[src/rtl/spi_irq_pkg.sv]
package spi_irq_pkg;
  localparam int STRIDE   = 4;
  localparam int WAKE_BIT = 16;
  localparam int WCNT_BIT = 17;
  localparam int STAT_W   = 18;

  // Mask of implemented status positions for a given channel count
  function automatic logic [STAT_W-1:0] impl_mask(input int nch);
    logic [STAT_W-1:0] m;
    m = '0;
    for (int c = 0; c < nch; c++) begin
      m[STRIDE*c + 0] = 1'b1;
      m[STRIDE*c + 1] = 1'b1;
      m[STRIDE*c + 2] = 1'b1;
    end
    m[3]        = 1'b1;
    m[WAKE_BIT] = 1'b1;
    m[WCNT_BIT] = 1'b1;
    return m;
  endfunction
endpackage

[src/rtl/spi_irq_event_map.sv]
module spi_irq_event_map
  import spi_irq_pkg::*;
#(
  parameter int NUM_CH = 4
) (
  input  logic [NUM_CH-1:0] ch_en,
  input  logic              slave_mode,
  input  logic [NUM_CH-1:0] tx_empty,
  input  logic [NUM_CH-1:0] tx_udf,
  input  logic [NUM_CH-1:0] rx_full,
  input  logic              rx_ovf,
  input  logic              wake,
  input  logic              wcnt_end,
  output logic [STAT_W-1:0] set_vec
);
  logic [NUM_CH*STRIDE-1:0] ch_bits;

  genvar c;
  generate
    for (c = 0; c < NUM_CH; c++) begin : g_ch
      logic ovf_here;
      if (c == 0) begin : g_ovf
        assign ovf_here = rx_ovf & slave_mode;
      end else begin : g_no_ovf
        assign ovf_here = 1'b0;
      end
      assign ch_bits[STRIDE*c +: STRIDE] =
        {ovf_here, rx_full[c], tx_udf[c], tx_empty[c]} & {STRIDE{ch_en[c]}};
    end
  endgenerate

  always_comb begin
    set_vec = '0;
    set_vec[NUM_CH*STRIDE-1:0] = ch_bits;
    set_vec[WAKE_BIT] = wake & slave_mode;
    set_vec[WCNT_BIT] = wcnt_end;
  end
endmodule

[src/rtl/spi_irq_regs.sv]
module spi_irq_regs
  import spi_irq_pkg::*;
#(
  parameter int NUM_CH = 4,
  parameter int ADDR_W = 2,
  parameter int DATA_W = 32
) (
  input  logic              clk,
  input  logic              rst_n,
  input  logic              we,
  input  logic [ADDR_W-1:0] addr,
  input  logic [DATA_W-1:0] wdata,
  input  logic [STAT_W-1:0] set_vec,
  output logic [STAT_W-1:0] status_q,
  output logic [STAT_W-1:0] enable_q,
  output logic              test_q,
  output logic [DATA_W-1:0] rdata
);
  localparam logic [STAT_W-1:0] MASK = impl_mask(NUM_CH);
  localparam logic [ADDR_W-1:0] A_STAT = ADDR_W'(0);
  localparam logic [ADDR_W-1:0] A_EN   = ADDR_W'(1);
  localparam logic [ADDR_W-1:0] A_TEST = ADDR_W'(2);

  logic [STAT_W-1:0] clr_vec, force_vec, status_d;

  always_comb begin
    clr_vec   = (we && addr == A_STAT) ? wdata[STAT_W-1:0] : '0;
    force_vec = test_q ? MASK : '0;
    status_d  = ((status_q & ~clr_vec) | set_vec | force_vec) & MASK;
  end

  always_ff @(posedge clk or negedge rst_n) begin
    if (!rst_n) begin
      status_q <= '0;
      enable_q <= '0;
      test_q   <= 1'b0;
    end else begin
      status_q <= status_d;
      if (we && addr == A_EN)   enable_q <= wdata[STAT_W-1:0] & MASK;
      if (we && addr == A_TEST) test_q   <= wdata[0];
    end
  end

  always_comb begin
    rdata = '0;
    case (addr)
      A_STAT:  rdata[STAT_W-1:0] = status_q;
      A_EN:    rdata[STAT_W-1:0] = enable_q;
      A_TEST:  rdata[0]          = test_q;
      default: rdata = '0;
    endcase
  end
endmodule

[src/rtl/spi_irq_line.sv]
module spi_irq_line
  import spi_irq_pkg::*;
(
  input  logic              clk,
  input  logic              rst_n,
  input  logic [STAT_W-1:0] status,
  input  logic [STAT_W-1:0] enable,
  output logic              irq
);
  always_ff @(posedge clk or negedge rst_n) begin
    if (!rst_n) irq <= 1'b0;
    else        irq <= |(status & enable);
  end
endmodule

[src/rtl/spi_irq_status.sv]
module spi_irq_status
  import spi_irq_pkg::*;
#(
  parameter int NUM_CH = 4,
  parameter int ADDR_W = 2,
  parameter int DATA_W = 32
) (
  input  logic              clk,
  input  logic              rst_n,
  input  logic              reg_we_i,
  input  logic [ADDR_W-1:0] reg_addr_i,
  input  logic [DATA_W-1:0] reg_wdata_i,
  output logic [DATA_W-1:0] reg_rdata_o,
  input  logic [NUM_CH-1:0] ch_en_i,
  input  logic              slave_mode_i,
  input  logic [NUM_CH-1:0] tx_empty_i,
  input  logic [NUM_CH-1:0] tx_udf_i,
  input  logic [NUM_CH-1:0] rx_full_i,
  input  logic              rx_ovf_i,
  input  logic              wake_i,
  input  logic              wcnt_end_i,
  output logic              irq_o
);
  logic [STAT_W-1:0] set_vec, status_q, enable_q;
  logic              test_q;

  spi_irq_event_map #(.NUM_CH(NUM_CH)) u_map (
    .ch_en(ch_en_i), .slave_mode(slave_mode_i),
    .tx_empty(tx_empty_i), .tx_udf(tx_udf_i), .rx_full(rx_full_i),
    .rx_ovf(rx_ovf_i), .wake(wake_i), .wcnt_end(wcnt_end_i),
    .set_vec(set_vec)
  );

  spi_irq_regs #(.NUM_CH(NUM_CH), .ADDR_W(ADDR_W), .DATA_W(DATA_W)) u_regs (
    .clk(clk), .rst_n(rst_n), .we(reg_we_i), .addr(reg_addr_i),
    .wdata(reg_wdata_i), .set_vec(set_vec), .status_q(status_q),
    .enable_q(enable_q), .test_q(test_q), .rdata(reg_rdata_o)
  );

  spi_irq_line u_line (
    .clk(clk), .rst_n(rst_n), .status(status_q), .enable(enable_q), .irq(irq_o)
  );
endmodule

[config.mk]
export PLATFORM = sky130hd
export DESIGN_NAME = spi_irq_status
export DESIGN_NICKNAME = d
export VERILOG_FILES = /design/src/rtl/spi_irq_pkg.sv /design/src/rtl/spi_irq_event_map.sv /design/src/rtl/spi_irq_regs.sv /design/src/rtl/spi_irq_line.sv /design/src/rtl/spi_irq_status.sv
export SDC_FILE = /design/constraint.sdc
export NUM_CORES = 1
export LEC_CHECK = 0
export ABC_AREA = 1
export BUFFER_PORTS_ARGS = -buffer_cell sky130_fd_sc_hd__buf_2
export CORE_MARGIN = 2
export CORE_UTILIZATION = 45
export CTS_CLUSTER_DIAMETER = 60
export DETAILED_ROUTE_END_ITERATION = 12
export PLACE_DENSITY = 0.86
export SLEW_MARGIN = 10
export SYNTH_ARGS = -nofsm -noshare
export SYNTH_HDL_FRONTEND = slang
export SYNTH_SLANG_ARGS = --single-unit
[constraint.sdc]
create_clock -name clk -period 1.15 [get_ports clk]
set_clock_uncertainty 0.1 [all_clocks]
set_input_delay 0.0575 -clock clk [delete_from_list [all_inputs] [get_ports clk]]
set_output_delay 0.0575 -clock clk [all_outputs]
set_load 0.005 [all_outputs]
==> results by group, run 1 <==
Routing
  – DR vias: 1949
  – Pre-antenna DRT Iters: 4
  – Initial DRC count: 144
  – Via-per-instance ratio: 5.102
  – WL final: 6027 um
  – # DRC: 0
  – Detail Route Antenna Nets: 0
  – WL/cell: 15.78 um

Timing
  – Final Critical Period: 1249 ps
  – Setup WS post-layout: -98.72 ps
  – RSZ-0062 raised after global routing: true
  – Final-report setup violation count: 19
  – Setup TNS Final: -768.3 ps
  – Fmax: 800.8 MHz
  – Max-slew violation count: 0
  – Final hold violation count: 0
  – Fin crit share: 1.086

Finish
  – Share of cells above drive strength 1: 0.4132
  – Layout area overhead: 58.44%
  – FF+latch area: 800.8 sq um
  – Most frequent cells in the layout: 55 x buf_2, 48 x nand2_1, 35 x dlygate4sd3_1
  – Nets: just under 400
  – Filler cells: 253
  – Fin util: 0.7557
  – Leading cell type in the layout, fill and taps excluded: buf_2
  – N_diodes: 0
  – Multi-input gate area: 820.8 sq um

Power
  – Psw: 1076 uW
  – Clock share of power: 0.332
  – Power per Cell Area: between 1000 and 1500 nW/um^2
  – Switching share of power: 0.2975
  – Seq pwr share: 0.370
  – Internal Power: 2541 uW
  – Leak Pwr: 0.001444 uW
  – IR drop worst, VDD: 0.0007756 V
  – Logic pwr share: 0.298

Floorplan
  – Boundary Pins: 90
  – Die area: 4488 sq um
  – Die Height: 66.99 um
  – Die X-Extent: 66.99 um
  – Initial core utilization: 0.4769
  – Core outline area: 3744 sq um
  – FP Rows: 22

Critical path
  – Req. time, crit path: 990 ps
  – CP arrival: 1090 ps
  – CP dominant cell by count: nand3_2
  – Setup crit end kind: output port
  – CP top delay family: flip-flops
  – Ordered list of cells on the worst path: buf_6 > nand3_2 > nand3_2 > buf_2
  – Crit start category: flip-flop
  – Crit path buffers/inverters: 2
  – Crit path max-delay cell type: dfrtp_1
  – Critical path's largest stage delay: between 400 and 500 ps
  – Crit Path Category: flip-flop to output port
  – Worst-path fanout max: 2

Placement
  – Dpl ws: 76.75 ps
  – GPL Wtd Cong: approximately 0.78
  – PortBufs: 55
  – HPWL Detailed: approximately 2900 um

Clocking
  – CTS tree: done
  – CTS root buf: clkbuf_8
  – Worst-Skew Late Latency: about 290 ps
  – H-tree Lvls: 2
  – Clk sink count: 32
  – Max clock buf depth: 2
  – Reg clk slew, reported paths: 60 ps
  – Total CTS buffers: 5

Outcome
  – Status: finished with violations
  – Violated checks: negative setup slack

Global route
  – Pin count of the biggest net entering global routing: 31
  – Initial antenna violation count: 0
  – First-pass GRT wire length: between 8000 and 9000 um
  – Total track usage: 0.2642
  – Overflow after GRT: 0
  – Vias in the first global route: 1891

Synthesis
  – Top cell type's share of synthesized area: 0.4485
  – Post-Syn Area: 1785 sq um
  – Top post-synthesis cells by area: dfrtp_1 45%, nand2_1 12%, buf_4 7.6%
  – Yosys warning count: 0
  – Sequential-to-total area share from yosys stat: 0.4485
  – Post-synthesis register bit count: 32
  – Post-synth top area cell: dfrtp_1
  – Dominant synthesized flop cell: dfrtp_1
  – Netlist cell types: 19
  – Mean Syn Cell Area: 8.462 sq um
  – Number of enable flip-flop cells after synthesis: 0
  – Async SR Flop Fraction: 1.000
  – Post-Syn Instances: 211

Hold path
  – Worst Hold Class: input port to flip-flop

Flow run
  – Max-cap violation count: 0
==> power by group through the flow <==
stage	logic (uW)	clock network [uW]	registers, uW
finish	1080	1200	1340
global route	1160	1250	1350
CTS	901	1170	1320
detailed placement	662	0	1360
global placement	651	0	1350
floorplan	466	0	1330
==> sequential cells by signal, summed over array words and instances (netlist names) <==
name             count
u_regs.test_q        1
u_regs.status_q     15
u_line.irq           1
u_regs.enable_q     15
==> path summary, 6_finish.rpt <==
kind / from / end / slack, ps / depth (start not counted)
max in group asynchronous: rst_n / u_regs.status_q[13] / 380 / 3
max: u_regs.test_q / reg_rdata_o[0] / -100 / 4
min: reg_we_i / u_regs.test_q / 30 / 3
min reg2reg: u_regs.enable_q[6] / u_regs.enable_q[6] / 420 / 2
min in group asynchronous: rst_n / u_regs.status_q[9] / 130 / 2
max reg2reg: u_regs.status_q[6] / u_line.irq / -40 / 7
==> synth_stat cells (2+ instances only) <==
cell / number
dfrtp_1: 32
buf_4: 18
nand2_1: 59
nor2_4: 2
a22o_1: 14
o21ai_2: 15
o21ai_0: 6
buf_6: 4
buf_2: 2
nand3_1: 5
inv_1: 23
nor2_1: 3
a21oi_1: 13
o21ai_1: 10
==> worst min-delay path: cells and delay by family <==
| family | cells | cell delay, ps |
|---|---|---|
| AOI/OAI and AO/OA | 1 | 80 |
| buffers and inverters | 1 | 140 |
| and+or+nand+nor | 1 | 100 |
==> routing by layer <==
layer / wire [um] / track usage / vias to the layer above
li1: - / - / 895
met1: 2236 / 0.2991 / 894
met2: 2948 / 0.4663 / 120
met3: 429 / 0.06081 / 40
met4: 413 / 0.1250 / 0
met5: 0 / 0 / -
==> area by class of cell <==
class / instances / area share
inverters: 24 / 0.03184
multi-input cells: 146 / 0.2901
well taps: 48 / 0.02123
flip-flops and latches: 32 / 0.2831
repair buffers: 124 / 0.3291
clock inverters: 1 / 0.01061
clock buffers: 7 / 0.03406
==> cell families after synthesis <==
| kind of cell | share of synthesized area |
|---|---|
| buffers and inverters | 0.1591 |
| other | 0.002100 |
| and+or+nand+nor | 0.1668 |
| DFF | 0.4485 |
| AOI/OAI and AO/OA | 0.2235 |
==> timing repair <==
item / 4_1_cts / 5_1_grt
pin swaps: 15 / 12
gates resized for setup: 3 / 29
hold buffers: 35 / 0
endpoints found under the setup margin: 15 / 20
endpoints found under the hold margin: 62 / 0
setup buffers: 22 / 5
==> through the flow <==
stage	total power (uW)	std cells	area [sq um]	hold slack, ps
2_1_floorplan	1800	227	1846	-338.1
3_3_place_gp	1998	312	2052	-88.62
3_5_place_dp	2018	312	2052	-83.58
4_1_cts	3394	377	2708	16.64
5_1_grt	3758	382	2829	80.89
6_report	3617	382	2829	33.13
(Power assumes the default switching activity.)
==> run 2: changes to the inputs <==
Settings changed: BUFFER_PORTS_ARGS -buffer_cell sky130_fd_sc_hd__buf_2 to default, CORE_UTILIZATION 45 to 62, DONT_BUFFER_PORTS from default to 1, PLACE_DENSITY 0.86 to 0.85.
==> run 2 against run 1 <==
The run still ends with negative setup slack left. Cell area shrank 17%. Critical path depth increased by 3. First-iteration DRC count is 24% lower. Register-to-register slack got worse by 80 ps. Flip-flop and latch count is the same. Critical path type is now flip-flop to flip-flop. Critical endpoint is now u_line.irq. Highest routed layer unchanged.
==> results by group, run 2 (same netlist as run 1, synthesis figures left out) <==
Power
  – Clock share of power: 0.246 (-0.086)
  – Internal Power: 1910 uW (-25%)
  – Total Power: 2827 uW (-22%)
  – Seq pwr share: 0.476 (+0.106)
  – IR drop worst, VDD: 0.001438 V (+85%)
  – Leak Pwr: 0.001136 uW (-21%)
  – Psw: 917.0 uW (-15%)
  – Switching share of power: 0.3244 (+0.02688)
  – Power per Cell Area: 1206 nW/um^2 (-5.6%)
  – Logic pwr share: 0.277 (-0.021)

Finish
  – Multi-input gate area: 773.2 sq um (-5.8%)
  – Filler cells: 149 (-41%)
  – Leading cell type in the layout, fill and taps excluded: nand2_1
  – Layout area overhead: 31.25%
  – Most frequent cells in the layout: 58 x nand2_1, 39 x dlygate4sd3_1, 32 x dfrtp_1
  – Share of cells above drive strength 1: 0.1912 (-0.2220)
  – Top flop regs: u_regs.enable_q: 15 flops, u_regs.status_q: 15 flops
  – Nets: 328 (-16%)
  – FF+latch area: 800.8 sq um (unchanged)

Routing
  – WL final: 5252 um (-13%)
  – DR vias: 1777 (-8.8%)
  – Pre-antenna DRT Iters: 5 (+1)
  – WL/cell: 17.28 um (+9.5%)
  – Initial DRC count: 109 (-24%)
  – Detail Route Antenna Nets: 0 (unchanged)
  – Via-per-instance ratio: 5.845 (+15%)
  – # DRC: 0 (unchanged)

Timing
  – RSZ-0062 raised after global routing: true
  – Fmax: 785.5 MHz (-1.9%)
  – Fin crit share: 1.107 (+0.02111)
  – Setup WS post-layout: -123.0 ps (-24.28 ps)
  – Max-slew violation count: 0 (unchanged)
  – Final Critical Period: 1273 ps (+24.28 ps)
  – Setup TNS Final: -266.3 ps (+502.0 ps)
  – Final-report setup violation count: 9 (-10)
  – Final hold violation count: 0 (unchanged)

Placement
  – HPWL Detailed: 2459 um (-17%)
  – PortBufs: 0 (-100%)
  – GPL Wtd Cong: 0.7948 (+1.7%)
  – Dpl ws: 167.8 ps (+91.08 ps)

Clocking
  – CTS tree: done
  – Total CTS buffers: 5 (unchanged)
  – H-tree Lvls: 2 (unchanged)
  – Max clock buf depth: 2 (unchanged)
  – Worst-Skew Late Latency: 350 ps (+60 ps)
  – Reg clk slew, reported paths: 100 ps (+40 ps)
  – Clk sink count: 32 (unchanged)
  – CTS root buf: clkbuf_4

Critical path
  – Setup crit end kind: flip-flop
  – Ordered list of cells on the worst path: buf_4 > nand2_1 > nand2_1 > inv_1 > nand2_1 > nor2_1 > nand2_1
  – Req. time, crit path: 1290 ps (+300 ps)
  – Crit path buffers/inverters: 2 (unchanged)
  – CP arrival: 1410 ps (+320 ps)
  – CP top delay family: simple AND/OR/NAND/NOR gates
  – Worst-path fanout max: 2 (unchanged)
  – Critical path's largest stage delay: 400 ps (-20 ps)
  – Crit start category: flip-flop
  – Crit Path Category: flip-flop to flip-flop
  – Crit path max-delay cell type: dfrtp_1
  – CP dominant cell by count: nand2_1

Global route
  – Initial antenna violation count: 1 (+1)
  – Vias in the first global route: 1761 (-6.9%)
  – First-pass GRT wire length: 8004 um (-6.2%)
  – Pin count of the biggest net entering global routing: 33 (+6.5%)
  – Total track usage: 0.3241 (+0.05992)
  – Overflow after GRT: 0 (unchanged)

Floorplan
  – Core outline area: 2758 sq um (-26%)
  – Boundary Pins: 90 (unchanged)
  – Die X-Extent: 57.67 um (-14%)
  – Die Height: 57.67 um (-14%)
  – FP Rows: 19 (-14%)
  – Die area: 3325 sq um (-26%)
  – Initial core utilization: 0.6475 (+0.1705)

Flow run
  – Max-cap violation count: 0 (unchanged)

Outcome
  – Violated checks: negative setup slack
  – Status: finished with violations

Hold path
  – Worst Hold Class: input port to flip-flop
[run 2: cell count changes in the layout (fill, tap and decap cells not counted), moves of 3 or more]
cell / change
a21oi_1: +4
a21oi_2: -4
buf_2: -55
buf_6: -9
clkbuf_4: +5
clkbuf_8: -6
dlygate4sd3_1: +4
inv_1: +3
inv_2: -3
nand2_1: +10
nand2_2: -9
[run 2: final timing paths]
path	startpoint	endpoint	slack, ps	cells past startpoint
worst min register to register	u_regs.enable_q[12]	u_regs.enable_q[12]	420	2
worst min-delay path	reg_we_i	u_regs.enable_q[5]	10	2
worst max register to register	u_regs.status_q[5]	u_line.irq	-120	7
max in group asynchronous	rst_n	u_regs.enable_q[0]	730	2
worst max-delay path	u_regs.status_q[5]	u_line.irq	-120	7
min in group asynchronous	rst_n	u_regs.status_q[16]	40	2
[run 2: repair_timing]
action	in CTS	in global routing
resized for setup	3	2
hold endpoints to repair	63	0
pin swaps	3	18
setup buffers	15	4
hold buffers	40	0
endpoints found under the setup margin	15	17
[run 2: worst register-to-register path: stages, from the launching register on]
cell and delay (ps):
dfrtp_1 400, buf_4 140, nand2_1 50, nand2_1 60, inv_1 60, nand2_1 80
nor2_1 180, nand2_1 90
[run 2: power groups by stage]
stage | Combinational (uW) | Sequential (uW) | Clock [uW]
final | 784 | 1350 | 696
after global routing | 855 | 1360 | 738
after CTS | 706 | 1330 | 687
after detailed placement | 501 | 1360 | 0
after global placement | 488 | 1350 | 0
after floorplan | 466 | 1330 | 0
[run 2: routing by layer]
metal,GRT usage,vias to the layer above,part of all wire
met3,0.05804,29,0.085
met1,0.3388,849,0.34
met5,0,-,0
met4,0.2126,0,0.051
met2,0.5893,123,0.52
li1,-,776,-
[run 2: per-stage QoR]
stage | hold WS (ps) | area, sq um | std cells | utilization
final | 12.15 | 2344 | 304 | 0.8498
after global routing | 28.98 | 2344 | 304 | 0.8498
after floorplan | -338.1 | 1846 | 227 | -
after global placement | -337.6 | 1720 | 237 | 0.6239
after detailed placement | -337.6 | 1720 | 237 | 0.6239
after CTS | 14.73 | 2316 | 300 | 0.8398
[run 2: final cells by class]
type | instances | share of cell area
diodes | 1 | 0.001068
clock buffers | 8 | 0.02509
inverters | 24 | 0.03844
multi-input cells | 146 | 0.3300
flip-flops and latches | 32 | 0.3417
well taps | 31 | 0.01655
repair buffers | 62 | 0.2472
==> run 3: changes to the inputs <==
Settings changed: ABC_AREA 1 to default, CAP_MARGIN from default to 10.
==> run 3 against run 2 <==
The flow finishes with violations (negative hold slack, negative setup slack). Fmax is 4.1% lower. Worst hold slack worse by 150 ps. Cell area is 0.27% higher. Utilization is 2.5 points higher. Area after synthesis is 4.4% lower. Critical path depth is 4 lower. Register-to-register slack worse by 20 ps. Critical path type is now flip-flop to output port. Critical endpoint is now reg_rdata_o[3].
==> results by group, run 3 <==
Clocking
  – Total CTS buffers: 5 (unchanged)
  – Max clock buf depth: 2 (unchanged)
  – H-tree Lvls: 2 (unchanged)
  – Worst-Skew Late Latency: 350 ps (about the same)
  – CTS tree: done
  – Reg clk slew, reported paths: 110 ps (about the same)
  – Clk sink count: 32 (unchanged)
  – CTS root buf: clkbuf_4

Power
  – Psw: 889.2 uW (-3.0%)
  – Power per Cell Area: 1276 nW/um^2 (+5.8%)
  – Clock share of power: 0.300 (+0.054)
  – Total Power: 2999 uW (+6.1%)
  – IR drop worst, VDD: 0.001487 V (+3.4%)
  – Logic pwr share: 0.240 (-0.037)
  – Switching share of power: 0.2965 (-0.02787)
  – Internal Power: 2110 uW (+10%)
  – Leak Pwr: 0.0009998 uW (-12%)
  – Seq pwr share: 0.460 (-0.016)

Routing
  – Via-per-instance ratio: 6.344 (+8.5%)
  – Detail Route Antenna Nets: 0 (unchanged)
  – WL final: 5632 um (+7.2%)
  – # DRC: 0 (unchanged)
  – Initial DRC count: 105 (-3.7%)
  – WL/cell: 23.37 um (+35%)
  – DR vias: 1529 (-14%)
  – Pre-antenna DRT Iters: 5 (unchanged)

Floorplan
  – Core outline area: 2686 sq um (-2.6%)
  – Die Height: 56.47 um (-2.1%)
  – Initial core utilization: 0.6353 (-0.01215)
  – Die area: 3188 sq um (-4.1%)
  – Die X-Extent: 56.47 um (-2.1%)
  – Boundary Pins: 90 (unchanged)
  – FP Rows: 19 (unchanged)

Global route
  – Vias in the first global route: 1497 (-15%)
  – First-pass GRT wire length: 7562 um (-5.5%)
  – Initial antenna violation count: 0 (-1)
  – Total track usage: 0.3214 (-0.002742)
  – Pin count of the biggest net entering global routing: 33 (unchanged)
  – Overflow after GRT: 0 (unchanged)

Critical path
  – Worst-path fanout max: 2 (unchanged)
  – Crit Path Category: flip-flop to output port
  – Reg2reg start: u_regs.enable_q[3]
  – Crit start category: flip-flop
  – Setup crit end kind: output port
  – R2R cell count: 3 (-4)
  – CP arrival: 1170 ps (-240 ps)
  – Req. time, crit path: 990 ps (-300 ps)
  – Crit path from: u_regs.status_q[3]

Placement
  – HPWL Detailed: 2622 um (+6.6%)
  – GPL Wtd Cong: 0.8534 (+7.4%)
  – PortBufs: 0 (unchanged)

Hold path
  – Min-delay src: reg_addr_i[1]
  – WHS Path Cells: 3 (+1)
  – Worst Hold Class: input port to flip-flop

Timing
  – Setup WS post-layout: -177.4 ps (-54.40 ps)
  – Fmax: 753.4 MHz (-4.1%)
  – Final-report setup violation count: 14 (+5)
  – Final Critical Period: 1327 ps (+54.40 ps)
  – Max-slew violation count: 0 (unchanged)
  – Fin crit share: 1.154 (+0.04730)
  – Setup TNS Final: -1153 ps (-886.4 ps)
  – Final hold slack: -136.0 ps (-148.2 ps)
  – Final hold violation count: 2 (+2)
  – RSZ-0062 raised after global routing: true

Synthesis
  – Netlist cell types: 25 (+6)
  – Post-synthesis register bit count: 32 (unchanged)
  – Number of enable flip-flop cells after synthesis: 0 (unchanged)
  – Post-Syn Area: 1707 sq um (-4.4%)
  – Mean Syn Cell Area: 11.53 sq um (+36%)
  – Top cell type's share of synthesized area: 0.4692 (+0.02071)
  – Top post-synthesis cells by area: dfrtp_1 47%, mux2_2 11%, mux2i_1 8.8%
  – Synth top cells by count: 32 x dfrtp_1, 18 x buf_4, 16 x mux2_2
  – Post-synth top area cell: dfrtp_1
  – Async SR Flop Fraction: 1.000 (unchanged)
  – Post-Syn Instances: 148 (-30%)
  – Dominant synthesized flop cell: dfrtp_1
  – Top-count cell post-synth: dfrtp_1
  – Yosys warning count: 0 (unchanged)
  – Sequential-to-total area share from yosys stat: 0.4692 (+0.02071)

Finish
  – Nets: 266 (-19%)
  – Share of cells above drive strength 1: 0.2619 (+0.07073)
  – Layout area overhead: 37.68%
  – N_diodes: 0 (-1)
  – Most frequent cells in the layout: 38 x dlygate4sd3_1, 32 x dfrtp_1, 17 x conb_1
  – Top flop regs: u_regs.enable_q: 15 flops, u_regs.status_q: 15 flops
  – Leading cell type in the layout, fill and taps excluded: dlygate4sd3_1

Outcome
  – Status: finished with violations
  – Violated checks: negative hold slack, negative setup slack

Flow run
  – Max-cap violation count: 0 (unchanged)
run 3: repair_timing:
action | CTS | global route
setup endpoints to repair | 11 | 32
hold buffers | 38 | 1
buffers inserted | 6 | 6
endpoints found under the hold margin | 63 | 10
gates resized for setup | 7 | 9
pin swaps | 5 | 13
run 3: final cells by class:
cell class,count,area (sq um)
Tap cell,31,38.79
Sequential cell,32,800.8
Timing Repair Buffer,63,630.6
Clock inverter,3,42.54
Clock buffer,5,37.54
Multi-Input combinational cell,107,799.5
Fill cell,101,336.6
run 3: kinds of logic after synthesis:
kind of cell | after synthesis | synth area share
compound gates | 24 | 0.1283
buf+inv | 25 | 0.1085
flops | 32 | 0.4692
mux | 31 | 0.1935
other cells | 1 | 0.002197
simple gates | 35 | 0.09825
run 3: power by group through the flow:
stage	clock network, uW	logic, uW	registers, uW
after floorplan	0	390	1340
after detailed placement	0	435	1370
after CTS	873	631	1350
final	899	721	1380
after global placement	0	424	1360
after global routing	955	756	1390
run 3: final timing paths:
path / endpoint / slack, ps
setup / recovery: reg_rdata_o[3] / -180
hold / removal: u_regs.status_q[0] / -140
setup reg to reg: u_line.irq / -140
hold reg to reg: u_regs.status_q[2] / 470
max in group asynchronous: u_regs.status_q[2] / 750
min in group asynchronous: u_regs.status_q[12] / 30
run 3: per-stage QoR:
step,worst slack [ps],util,area (sq um),hold slack (ps),instances
after floorplan,1.001,-,1780,-338.1,164
after global placement,-69.62,0.6488,1743,-337.5,183
after detailed placement,-76.16,0.6488,1743,-337.7,183
after CTS,-124.3,0.8491,2281,-141.2,235
after global routing,-235.3,0.8747,2350,-117.4,241
final,-177.4,0.8747,2350,-136.0,241
run 3: worst max-delay path: stages (launching register included):
cell and delay, ps:
dfrtp_1 410, buf_6 120, mux2i_1 170, nor2_1 120
run 3: routing by layer:
metal	track usage	vias to the layer above	routed length, um
met5	0	-	0
met4	0.1701	0	248
met3	0.1060	24	590
met2	0.4701	122	2762
met1	0.4237	758	2031
li1	-	625	-
